**src/rtl/mfa_pkg.sv**
```systemverilog
package mfa_pkg;

    typedef enum logic [1:0] {
        FMT_UNS = 2'd0,
        FMT_SM  = 2'd1,
        FMT_OC  = 2'd2,
        FMT_TC  = 2'd3
    } num_fmt_e;

    typedef enum logic [1:0] {
        OP_ADD = 2'd0,
        OP_SUB = 2'd1,
        OP_NEG = 2'd2,
        OP_RSV = 2'd3
    } arith_op_e;

    typedef struct packed {
        logic ovf;
        logic oor;
    } arith_flags_t;

    function automatic logic fmt_is_signed(input num_fmt_e f);
        return f != FMT_UNS;
    endfunction

endpackage

```
**src/rtl/mfa_ripple.sv**
```systemverilog
// Plain ripple-carry adder; also exposes the carry entering the top bit.
module mfa_ripple #(
    parameter int W = 4
) (
    input  logic [W-1:0] x,
    input  logic [W-1:0] y,
    input  logic         cin,
    output logic [W-1:0] s,
    output logic         cout,
    output logic         c_top_in
);
    logic [W:0] c;

    assign c[0] = cin;

    for (genvar i = 0; i < W; i++) begin : g_bit
        assign s[i]   = x[i] ^ y[i] ^ c[i];
        assign c[i+1] = (x[i] & y[i]) | (c[i] & (x[i] ^ y[i]));
    end

    assign cout     = c[W];
    assign c_top_in = c[W-1];
endmodule

```
**src/rtl/mfa_uns_path.sv**
```systemverilog
module mfa_uns_path
    import mfa_pkg::*;
#(
    parameter int N = 4
) (
    input  logic [N-1:0] a,
    input  logic [N-1:0] b,
    input  arith_op_e    op,
    output logic [N-1:0] res,
    output logic         oor
);
    logic [N-1:0] x_in;
    logic [N-1:0] y_in;
    logic         c0;
    logic         carry;
    logic         unused_ctop;

    // add: a+b ; sub: a+~b+1 ; negate: 0+~a+1
    always_comb begin
        x_in = a;
        y_in = b;
        c0   = 1'b0;
        case (op)
            OP_SUB: begin
                y_in = ~b;
                c0   = 1'b1;
            end
            OP_NEG: begin
                x_in = '0;
                y_in = ~a;
                c0   = 1'b1;
            end
            default: ;
        endcase
    end

    mfa_ripple #(.W(N)) u_add (
        .x(x_in), .y(y_in), .cin(c0),
        .s(res), .cout(carry), .c_top_in(unused_ctop)
    );

    // carry for add, borrow (inverted carry) for sub and negate
    assign oor = (op == OP_ADD) ? carry : ~carry;
endmodule

```
**src/rtl/mfa_sm_path.sv**
```systemverilog
module mfa_sm_path
    import mfa_pkg::*;
#(
    parameter int N = 4
) (
    input  logic [N-1:0] a,
    input  logic [N-1:0] b,
    input  arith_op_e    op,
    output logic [N-1:0] res,
    output logic         ovf
);
    localparam int M = N - 1;

    logic [M-1:0] mag_a;
    logic [M-1:0] mag_b;
    logic         sgn_a;
    logic         sgn_b;

    assign mag_a = a[M-1:0];
    assign mag_b = b[M-1:0];
    assign sgn_a = a[N-1];
    assign sgn_b = (op == OP_SUB) ? ~b[N-1] : b[N-1];

    logic [M-1:0] mag_sum;
    logic         mag_carry;
    logic         unused_c_sum;

    mfa_ripple #(.W(M)) u_sum (
        .x(mag_a), .y(mag_b), .cin(1'b0),
        .s(mag_sum), .cout(mag_carry), .c_top_in(unused_c_sum)
    );

    // magnitude compare: carry out of mag_a - mag_b means mag_a >= mag_b
    logic [M-1:0] unused_cmp_diff;
    logic         a_ge_b;
    logic         unused_c_cmp;

    mfa_ripple #(.W(M)) u_cmp (
        .x(mag_a), .y(~mag_b), .cin(1'b1),
        .s(unused_cmp_diff), .cout(a_ge_b), .c_top_in(unused_c_cmp)
    );

    logic [M-1:0] mag_big;
    logic [M-1:0] mag_small;
    logic [M-1:0] mag_diff;
    logic         unused_c_diff;
    logic         unused_ct_diff;

    assign mag_big   = a_ge_b ? mag_a : mag_b;
    assign mag_small = a_ge_b ? mag_b : mag_a;

    mfa_ripple #(.W(M)) u_diff (
        .x(mag_big), .y(~mag_small), .cin(1'b1),
        .s(mag_diff), .cout(unused_c_diff), .c_top_in(unused_ct_diff)
    );

    logic [M-1:0] mag_out;
    logic         sgn_out;

    always_comb begin
        ovf = 1'b0;
        if (op == OP_NEG) begin
            mag_out = mag_a;
            sgn_out = ~sgn_a;
        end else if (sgn_a == sgn_b) begin
            mag_out = mag_sum;
            sgn_out = sgn_a;
            ovf     = mag_carry;
        end else begin
            mag_out = mag_diff;
            sgn_out = a_ge_b ? sgn_a : sgn_b;
        end
        if (mag_out == '0) begin
            sgn_out = 1'b0;
        end
    end

    assign res = {sgn_out, mag_out};
endmodule

```
**src/rtl/mfa_cpl_path.sv**
```systemverilog
// Shared path for one's and two's complement.
module mfa_cpl_path
    import mfa_pkg::*;
#(
    parameter int N = 4
) (
    input  logic [N-1:0] a,
    input  logic [N-1:0] b,
    input  arith_op_e    op,
    input  logic         twos,
    output logic [N-1:0] res,
    output logic         ovf
);
    logic [N-1:0] x_in;
    logic [N-1:0] y_in;
    logic         c0;

    always_comb begin
        x_in = a;
        y_in = b;
        c0   = 1'b0;
        case (op)
            OP_SUB: begin
                y_in = ~b;
                c0   = twos;
            end
            OP_NEG: begin
                x_in = ~a;
                y_in = '0;
                c0   = twos;
            end
            default: ;
        endcase
    end

    logic [N-1:0] first_sum;
    logic         first_cout;
    logic         first_ctop;

    mfa_ripple #(.W(N)) u_first (
        .x(x_in), .y(y_in), .cin(c0),
        .s(first_sum), .cout(first_cout), .c_top_in(first_ctop)
    );

    // end-around pass for one's complement
    logic [N-1:0] wrap_sum;
    logic         unused_wrap_cout;
    logic         unused_wrap_ctop;

    mfa_ripple #(.W(N)) u_wrap (
        .x(first_sum), .y('0), .cin(first_cout & ~twos),
        .s(wrap_sum), .cout(unused_wrap_cout), .c_top_in(unused_wrap_ctop)
    );

    assign res = twos ? first_sum : wrap_sum;
    assign ovf = first_cout ^ first_ctop;
endmodule

```
**src/rtl/mfa_addsub.sv**
```systemverilog
module mfa_addsub
    import mfa_pkg::*;
#(
    parameter int N = 8
) (
    input  logic [N-1:0] opa,
    input  logic [N-1:0] opb,
    input  logic [1:0]   fmt,
    input  logic [1:0]   op,
    output logic [N-1:0] res,
    output logic         ovf,
    output logic         oor
);
    num_fmt_e  fmt_sel;
    arith_op_e op_sel;

    assign fmt_sel = num_fmt_e'(fmt);
    assign op_sel  = arith_op_e'(op);

    logic [N-1:0] uns_res;
    logic         uns_oor;
    logic [N-1:0] sm_res;
    logic         sm_ovf;
    logic [N-1:0] cpl_res;
    logic         cpl_ovf;

    mfa_uns_path #(.N(N)) u_uns (
        .a(opa), .b(opb), .op(op_sel), .res(uns_res), .oor(uns_oor)
    );

    mfa_sm_path #(.N(N)) u_sm (
        .a(opa), .b(opb), .op(op_sel), .res(sm_res), .ovf(sm_ovf)
    );

    mfa_cpl_path #(.N(N)) u_cpl (
        .a(opa), .b(opb), .op(op_sel), .twos(fmt_sel == FMT_TC),
        .res(cpl_res), .ovf(cpl_ovf)
    );

    arith_flags_t flg;

    always_comb begin
        res = '0;
        flg = '0;
        if (op_sel != OP_RSV) begin
            case (fmt_sel)
                FMT_UNS: begin
                    res     = uns_res;
                    flg.oor = uns_oor;
                end
                FMT_SM: begin
                    res     = sm_res;
                    flg.ovf = sm_ovf;
                end
                default: begin
                    res     = cpl_res;
                    flg.ovf = cpl_ovf;
                end
            endcase
        end
        if (!fmt_is_signed(fmt_sel)) begin
            flg.ovf = 1'b0;
        end
    end

    assign ovf = flg.ovf;
    assign oor = flg.oor;
endmodule

```
**config.mk**
```make
export PLATFORM = sky130hd
export DESIGN_NAME = mfa_addsub
export DESIGN_NICKNAME = d
export VERILOG_FILES = /design/src/rtl/mfa_pkg.sv /design/src/rtl/mfa_ripple.sv /design/src/rtl/mfa_uns_path.sv /design/src/rtl/mfa_sm_path.sv /design/src/rtl/mfa_cpl_path.sv /design/src/rtl/mfa_addsub.sv
export SDC_FILE = /design/constraint.sdc
export NUM_CORES = 1
export LEC_CHECK = 0
export ABC_AREA = 0
export BUFFER_PORTS_ARGS = -buffer_cell sky130_fd_sc_hd__buf_2
export CORE_MARGIN = 2
export CORE_UTILIZATION = 61
export DETAILED_ROUTE_END_ITERATION = 7
export PLACE_DENSITY = 0.82
export SYNTH_ARGS = -nofsm -noshare
export SYNTH_HDL_FRONTEND = slang
export SYNTH_HIERARCHICAL = 1
export SYNTH_SLANG_ARGS = --single-unit
export TNS_END_PERCENT = 30
```
**constraint.sdc**
```tcl
create_clock -name vclk -period 13.2
set_clock_uncertainty 0.05 [all_clocks]
set_input_delay 1.98 -clock vclk [all_inputs]
set_output_delay 1.98 -clock vclk [all_outputs]
set_load 0.01 [all_outputs]
```
==> impl_metrics.json <==
{
  "cp_slowest_cell": "ha_1",
  "irDropWorstVdd_uv": 40.1,
  "crit_top_cell": "fa_1",
  "finalNonFillerCells": 400,
  "post-route-min-period_ns": 11.85,
  "gp_congestion": 0.834,
  "drive_above_1_share_pct": 19.3,
  "hold_violations": 0,
  "hpwl_mm": 4.68,
  "min_period_over_period_pct": 89.8,
  "grt_max_degree": 25,
  "rsz0062_at_grt": "no",
  "dr.pass1.iters": 4,
  "post_drt_wl_per_cell_um": 14.1,
  "synthCells": 327,
  "io_pins": 30,
  "path_class": "in2out",
  "ant_nets": 0,
  "gr-total-overflow": 0,
  "regArea_um2": 0,
  "max_freq_mhz": 84.4,
  "power.leakage_uw": 0.00155,
  "nFlopsAndLatches": 0,
  "cp-start-kind": "primary input",
  "yosys_warnings": 6,
  "min_path_type": "in2out",
  "vias": 2165,
  "avgViaCountPerCell": 5.41,
  "cp.arrival_ns": 9.82,
  "cap_violations": 0,
  "place_inst": 400,
  "drcViolationCount": 0,
  "cts_setup_buffers": 0,
  "dr.first_iter.drc_count": 75,
  "p_per_area_nw_per_um2": 79.0,
  "grt_pass1_vias": 2249,
  "worst_ep_required_time_ns": 11.17,
  "ctsResizeCount": 0,
  "port_buffers": 30,
  "dieArea_um2": 5220,
  "run_status": "completed",
  "antenna_found_initial": 0,
  "crit_fanout": 13,
  "tightest_slew_ns": 0.709,
  "synth.avg_cell_area_um2": 8.70,
  "max_stage_delay_ns": 0.45,
  "synth.cell_area_um2": 2840,
  "area_growth_syn_to_layout_pct": 3.87,
  "setup_tns_ns": 0,
  "clockBufferCount": 0,
  "crit_path_end_kind": "output port",
  "holdBufCountCts": 0,
  "rows": 24,
  "chipHeight_um": 72.3,
  "start_util_pct": 64.4,
  "slew_headroom_pct": 52.6,
  "finalSetupViolCount": 0,
  "finalNetCount": 420,
  "drv_slew": 0,
  "wirelength_mm": 5.63,
  "grt_pass1_wl_mm": 10.1,
  "coreArea_um2": 4410,
  "grt_usage_pct": 24.0,
  "n_antenna_cell": 0,
  "die_w_um": 72.3
}
[worst paths after layout]
kind | from | endpoint | cells past startpoint
max | op[0] | res[7] | 34
min | fmt[1] | ovf | 4
[stage by stage]
stage	worst slack (ns)	utilization [%]	instance area, um^2	hold WS [ns]	total power, uW
after floorplan	2.19	-	2870	4.09	184
after global placement	1.65	66.9	2950	4.39	221
after detailed placement	1.37	66.9	2950	4.44	233
after CTS	1.36	66.9	2950	4.44	234
after global routing	0.941	66.9	2950	4.49	263
final	1.35	66.9	2950	4.44	233
[cells in the final DEF, fill, tap and decap left out, drive strengths merged]
cell / instances
xnor2: 4
nor3b: 1
o21ai: 17
nand2b: 20
a31oi: 10
and2b: 1
nor4: 1
nand3b: 1
inv: 70
nor2: 16
nor3: 2
ha: 5
and2: 1
a21oi: 3
fa: 45
mux2i: 21
conb: 11
o311a: 1
a22oi: 2
o221ai: 1
o211a: 8
o21a: 2
or2b: 6
and3: 1
or3b: 1
a21boi: 2
xor2: 9
buf: 32
mux2: 16
nor2b: 10
or3: 1
a221oi: 5
a32oi: 1
nand2: 21
[power breakdown]
group / switching [uW] / internal, uW
sequential: 0 / 0
combinational: 117 / 116
clock: 0 / 0
[layer usage]
layer | part of all wire [%] | global-route usage, %
met3 | 4.8 | 1.11
met4 | 1.5 | 4.61
met1 | 40 | 31.3
met2 | 53 | 44.4
met5 | 0 | 0
[critical path: cells and delay by family]
kind | cells | cell delay, ns
adders and majority gates | 17 | 5.81
muxes | 1 | 0.27
buffers and inverters | 11 | 0.98
and+or+nand+nor | 3 | 0.56
AOI/OAI and AO/OA | 2 | 0.22
[final cells by class]
class / count / area [um^2]
inverters: 70 / 263
fillers: 382 / 1460
repair buffers: 32 / 165
well taps: 52 / 65.1
multi-input cells: 246 / 2460
Note: power is estimated with default switching activity, not from simulation.
